--- src/rtl/wdt_pkg.sv ---
package wdt_pkg;
  localparam int ADDR_W = 2;

  typedef enum logic [ADDR_W-1:0] {
    REG_STATUS = 2'd0,
    REG_CTRL   = 2'd1,
    REG_KICK   = 2'd2
  } wdt_reg_e;

  localparam int CTRL_ARM_BIT  = 0;
  localparam int CTRL_HALT_BIT = 1;
  localparam int STAT_RUN_BIT  = 0;
endpackage

--- src/rtl/wdt_regif.sv ---
module wdt_regif
  import wdt_pkg::*;
#(
  parameter int DATA_W = 16
) (
  input  logic              clk_i,
  input  logic              rst_ni,
  input  logic              req_i,
  input  logic              we_i,
  input  logic [ADDR_W-1:0] addr_i,
  input  logic [DATA_W-1:0] wdata_i,
  output logic              run_o,
  output logic              kick_o,
  output logic [DATA_W-1:0] rdata_o
);
  logic wr_ctrl, rd_status, arm_req, halt_req;
  logic unused_halt;

  assign wr_ctrl   = req_i && we_i && (addr_i == REG_CTRL);
  assign kick_o    = req_i && we_i && (addr_i == REG_KICK);
  assign rd_status = req_i && !we_i && (addr_i == REG_STATUS);
  assign arm_req   = wr_ctrl && wdata_i[CTRL_ARM_BIT];
  // halt is decoded but has no effect by design
  assign halt_req  = wr_ctrl && wdata_i[CTRL_HALT_BIT];
  assign unused_halt = halt_req;

  always_ff @(posedge clk_i or negedge rst_ni) begin
    if (!rst_ni)      run_o <= 1'b0;
    else if (arm_req) run_o <= 1'b1;
  end

  always_ff @(posedge clk_i or negedge rst_ni) begin
    if (!rst_ni) begin
      rdata_o <= '0;
    end else begin
      rdata_o <= '0;
      if (rd_status) rdata_o[STAT_RUN_BIT] <= run_o;
    end
  end
endmodule

--- src/rtl/wdt_counter.sv ---
module wdt_counter #(
  parameter int TIMEOUT = 20,
  localparam int CNT_W  = $clog2(TIMEOUT + 1)
) (
  input  logic             clk_i,
  input  logic             rst_ni,
  input  logic             run_i,
  input  logic             kick_i,
  output logic [CNT_W-1:0] cnt_o,
  output logic             expire_o
);
  localparam logic [CNT_W-1:0] RELOAD = CNT_W'(TIMEOUT);

  logic at_zero;
  assign at_zero = (cnt_o == '0);

  always_ff @(posedge clk_i or negedge rst_ni) begin
    if (!rst_ni) begin
      cnt_o    <= RELOAD;
      expire_o <= 1'b0;
    end else begin
      expire_o <= 1'b0;
      if (run_i && at_zero) begin
        // expiry wins over a kick in the same cycle
        expire_o <= 1'b1;
        cnt_o    <= RELOAD;
      end else if (kick_i) begin
        cnt_o <= RELOAD;
      end else if (run_i) begin
        cnt_o <= cnt_o - 1'b1;
      end
    end
  end
endmodule

--- src/rtl/wdt_top.sv ---
module wdt_top
  import wdt_pkg::*;
#(
  parameter int TIMEOUT = 20,
  parameter int DATA_W  = 16,
  localparam int CNT_W  = $clog2(TIMEOUT + 1)
) (
  input  logic              clk_i,
  input  logic              rst_ni,
  input  logic              req_i,
  input  logic              we_i,
  input  logic [ADDR_W-1:0] addr_i,
  input  logic [DATA_W-1:0] wdata_i,
  output logic [DATA_W-1:0] rdata_o,
  output logic              rst_req_o
);
  logic             run;
  logic             kick;
  logic [CNT_W-1:0] cnt;

  wdt_regif #(.DATA_W(DATA_W)) u_regif (
    .clk_i   (clk_i),
    .rst_ni  (rst_ni),
    .req_i   (req_i),
    .we_i    (we_i),
    .addr_i  (addr_i),
    .wdata_i (wdata_i),
    .run_o   (run),
    .kick_o  (kick),
    .rdata_o (rdata_o)
  );

  wdt_counter #(.TIMEOUT(TIMEOUT)) u_counter (
    .clk_i    (clk_i),
    .rst_ni   (rst_ni),
    .run_i    (run),
    .kick_i   (kick),
    .cnt_o    (cnt),
    .expire_o (rst_req_o)
  );
endmodule

--- config.mk ---
export PLATFORM = sky130hd
export DESIGN_NAME = wdt_top
export DESIGN_NICKNAME = d
export VERILOG_FILES = /design/src/rtl/wdt_pkg.sv /design/src/rtl/wdt_regif.sv /design/src/rtl/wdt_counter.sv /design/src/rtl/wdt_top.sv
export SDC_FILE = /design/constraint.sdc
export NUM_CORES = 1
export LEC_CHECK = 0
export CAP_MARGIN = 10
export CORE_MARGIN = 5
export CORE_UTILIZATION = 35
export CTS_CLUSTER_SIZE = 10
export DETAILED_ROUTE_END_ITERATION = 10
export DONT_BUFFER_PORTS = 1
export GPL_TIMING_DRIVEN = 0
export PLACE_DENSITY_LB_ADDON = 0.05
export SLEW_MARGIN = 30
export SYNTH_ARGS = -nofsm -noshare
export SYNTH_HDL_FRONTEND = slang
export SYNTH_SLANG_ARGS = --single-unit
--- constraint.sdc ---
create_clock -name clk_i -period 3.64 [get_ports clk_i]
set_input_delay 0.364 -clock clk_i [delete_from_list [all_inputs] [get_ports clk_i]]
set_output_delay 0.364 -clock clk_i [all_outputs]
set_load 0.005 [all_outputs]
; Yosys cells after proc, flatten, opt, wreduce, memory -nomap -nowiden
; Cells that the tools add are included.
[classes]
n_addsub = 1
eq_ne = 2
n_mux = 5
reduce_logical = 11
[ops]
columns = op, count
row1 = $mux 5, 3
row2 = $logic_and 1x1->1, 7
row3 = $logic_not 5->1, 1
row4 = $sub 5x1->5 const B, 1
row5 = $reduce_bool 3->1, 1
row6 = $eq 2x1->1 const B, 1
row7 = $eq 2x2->1 const B, 1
row8 = $logic_not 2->1, 1
row9 = $mux 1, 2
row10 = $logic_not 1->1, 1
[totals]
register_bits = 8
inputBits = 22
output_inout_bits = 17
wordCells = 23

; Longest topological paths before layout
[logic_depth]
ltp_word = 4
depth_mapped = 5
ltp_nobuf = 5

; By module
; From an unflattened synthesis, not the netlist that was laid out.
[hier_totals]
hier_cells = 50
area_unflattened_um2 = 486.7
[by_module_without_submodules]
columns = module, instances, cells_per_inst, area_each_um2
row1 = wdt_counter, 1, 27, 282.8
row2 = wdt_regif, 1, 23, 203.9

; Worst setup path before layout
; OpenSTA, ideal clock, no wires.
[synth_path]
path_type = register to register
start = register u_counter.cnt_o[0]
end = register u_counter.cnt_o[1]
setup_time_ns = 0.123
arrival_time_ns = 1.205
slack_ns = 2.312
path_stages_with_launch = 6
path_buffers = 0
synth_period_minus_slack_ns = 1.328
cell_sequence = dfrtp_1 > inv_1 > ha_1 > or4b_1 > nand3b_1 > a21oi_1
[synth_between]
elab_chain_cells = 4
elab_cells_between_ends = 7
classes_between = 1 x add/sub / 3 x mux / 3 x reduce/logical
[synth_lines]
columns = element, line_no
row1 = from (decl), wdt_counter.sv:9  ; output logic [CNT_W-1:0] cnt_o,
row2 = from (signal assigned), wdt_counter.sv:30  ; cnt_o <= cnt_o - 1'b1;
row3 = $sub 5x1->5, wdt_counter.sv:30
row4 = $mux 5, wdt_counter.sv:29  ; end else if (run_i) begin
row5 = $mux 5, wdt_counter.sv:27  ; end else if (kick_i) begin
row6 = $mux 5, wdt_counter.sv:23  ; if (run_i && at_zero) begin
; Parallel ways exist; a longest one is shown, timed or not. The select of a mux whose other input is x is not followed.
; A chain may end at the register's enable or synchronous reset.

; Final worst setup path
[layout_path]
start = register u_counter.cnt_o[0]
end = register u_counter.cnt_o[0]
; Same word-level chain as after synthesis.

==> results.sh <==
export IMPL_status="completed"
export IMPL_die_area_sq_um=2277
export IMPL_internal_power_mw=0.2361
export IMPL_rsz0062_at_grt="no"
export IMPL_final_nets=91
export IMPL_pwr_share_seq_pct=46.9
export IMPL_final_setup_skew_ps=9.267
export IMPL_vias_per_cell=4.085
export IMPL_ys_warn_count=0
export IMPL_grt_use_total_pct=7.887
export IMPL_portBuffers=0
export IMPL_die_w_microns=47.72
export IMPL_fin_crit_ps=1443
export IMPL_die_h_microns=47.72
export IMPL_cp_startpoint="u_counter.cnt_o[0]"
export IMPL_arrival_ps=1580
export IMPL_r2r_start="u_counter.cnt_o[0]"
export IMPL_numCtsBuffers=3
export IMPL_cts_setup_buffers=0
export IMPL_h_tree_depth=1
export IMPL_clkTransAtPathRegs_ps=60
export IMPL_final_cell_mix="buf_4, conb_1, dfrtp_1"
export IMPL_design_portCount=39
export IMPL_yosysSeqAreaShare_pct=40.70
export IMPL_leakagePower_nw=0.3175
export IMPL_ys_types=24
export IMPL_grt_overflow=0
export IMPL_antenna_found_initial=0
export IMPL_synthCells=48
export IMPL_start_kind="flop"
export IMPL_initial_core_util_pct=37.80
export IMPL_critPathMaxFanout=3
export IMPL_core_sq_um=1318
export IMPL_syn_avg_cell_area_sq_um=10.37
export IMPL_met3_usage_pct=1.128
export IMPL_max_freq_ghz=0.6928
export IMPL_rr_worst_depth=5
export IMPL_grt_busiest_layer="met2"
export IMPL_setup_viol=0
export IMPL_clk_latency_ps=250
export IMPL_power_switching_mw=0.1159
export IMPL_grt_pass1_vias=311
export IMPL_r2r_slack_ps=2200
export IMPL_crit_path_end="u_counter.cnt_o[0]"
export IMPL_dp_cells=77
export IMPL_gp_congestion=0.6342
export IMPL_routed_wl_microns=788
export IMPL_antenna_cells=0
export IMPL_ys_ff_latch=8
export IMPL_p_per_area_nw_per_um2=581.4
export IMPL_syn_area_sq_um=498.0
export IMPL_rows=13
export IMPL_power_frac_clock_pct=20.1
export IMPL_path_class="flop to flop"
export IMPL_max_vdd_ir_drop_uv=199.2
export IMPL_syn_to_final_growth_pct=21.61
export IMPL_synth_area_leader_cell="dfrtp_1"
export IMPL_vias=335
export IMPL_clockBufferDepth=2
export IMPL_crit_required_ps=3780
export IMPL_finalSetupTns_ps=0
export IMPL_swShare_pct=32.93
export IMPL_grt_max_degree=9
export IMPL_cts_root_buffer="clkbuf_4"
export IMPL_yosys_top_cells_area="dfrtp_1, buf_4, dfstp_2"
export IMPL_final_util_pct=45.96
export IMPL_hold_path_class="input port to flop"
export IMPL_maxCapViolations=0
export IMPL_final_layout_size_suffix_gt1_share_pct=34.33
export IMPL_drv_slew=0
export IMPL_clock_sinks=8
export IMPL_met1_usage_pct=8.966
export IMPL_postRouteAntennaNets=0
export IMPL_synth_top_cell_area_share_pct=30.15
export IMPL_cts_tree="yes"
export IMPL_stdcell_count=82
export IMPL_dr_pass1_iters=4
export IMPL_hpwlAfterDp_microns=647.4
export IMPL_met2_usage_pct=11.35
export IMPL_wl_per_cell_microns=9.610
export IMPL_drc_errors=0
export IMPL_grt_pass1_wl_mm=1.179
export IMPL_finalCritPeriodShare_pct=39.66
export IMPL_hold_violations=0
export IMPL_dr_first_iter_drc_count=5
export IMPL_comb_power_share_pct=33.1
export IMPL_endpoint_kind="flop"
export IMPL_rr_endpoint="u_counter.cnt_o[0]"
==> metal layers <==
layer | share of wire, % | up-vias
met1 | 41 | 144
li1 | - | 174
met4 | 2.4 | 0
met3 | 9.3 | 2
met2 | 47 | 15
met5 | 0 | -
==> synthesized netlist by cell type, drive strengths merged <==
cell type / number
dfrtp: 6
nand2b: 3
or3: 1
nand3b: 1
o31a: 1
nor4: 1
nand3: 1
a41o: 1
dfstp: 2
conb: 1
nor2: 1
or4b: 1
inv: 2
nor2b: 1
nand2: 1
buf: 15
ha: 1
and4b: 1
nor4b: 1
xnor2: 1
a21oi: 2
nor3: 1
xor2: 1
and3: 1
==> final cells by class <==
class                      count  area (sq um)
buffer                        15         112.6
clock buffer                   4         26.28
fill                         138         711.9
inverter                       2         7.507
multi-input combinational     37         227.7
sequential                     8         202.7
tap                           15         18.77
timing repair buffer           1         10.01
==> through the flow <==
stage / total power [mW] / instance area (sq um) / hold WS [ps] / worst slack (ps)
3_5_place_dp: 0.2793 / 569.3 / 68.56 / 2206
3_3_place_gp: 0.2828 / 569.3 / 68.60 / 2220
5_1_grt: 0.3848 / 605.6 / 272.7 / 2096
4_1_cts: 0.3568 / 605.6 / 263.6 / 2191
6_report: 0.3521 / 605.6 / 270.2 / 2197
2_1_floorplan: 0.2595 / 550.5 / 68.41 / 2312
==> kinds of logic (layout without fill, tap and decap cells) <==
group                    Yosys count  count (layout)  synth area share [%]
AO/OA/AOI/OAI                      4               4                 5.779
AND/OR/NAND/NOR                   15              15                 22.61
other                              1              15                0.7530
buffers and inverters             17              22                 24.12
XOR/XNOR                           2               2                 3.518
adder cells (fa/ha/maj)            1               1                 2.512
flip-flops                         8               8                 40.70
==> worst min-delay path by stage <==
stage,from,to,slack (ps),depth (start not counted)
after global placement,rst_ni,u_counter.expire_o,70,0
after global routing,we_i,u_regif.run_o,270,1
after floorplan,rst_ni,u_counter.cnt_o[0],70,0
after CTS,we_i,u_regif.run_o,260,1
final,we_i,u_regif.run_o,270,1
after detailed placement,rst_ni,u_regif.rdata_o[0],70,0
==> repair_timing <==
item,CTS,global route
hold buffers,1,0
gates resized for setup,0,0
hold endpoints to repair,8,0
==> power by group through the flow <==
stage	clock network [mW]	logic, mW	registers, mW
after CTS	0.0746	0.117	0.166
after global placement	0	0.114	0.168
after global routing	0.0798	0.134	0.171
final	0.0707	0.116	0.165
after detailed placement	0	0.112	0.167
after floorplan	0	0.0997	0.160
==> worst max-delay path, stage by stage (launching register included) <==
cell     delay (ps)
dfrtp_1         400
inv_1            80
ha_1            180
or4b_1          490
nand3_1         120
a21oi_1          70
==> sequential cells by signal, summed over array words and instances (netlist names) <==
| register | cells |
|---|---|
| u_regif.run_o | 1 |
| u_counter.cnt_o | 5 |
| u_regif.rdata_o | 1 |
| u_counter.expire_o | 1 |
(Power assumes the default switching activity.)
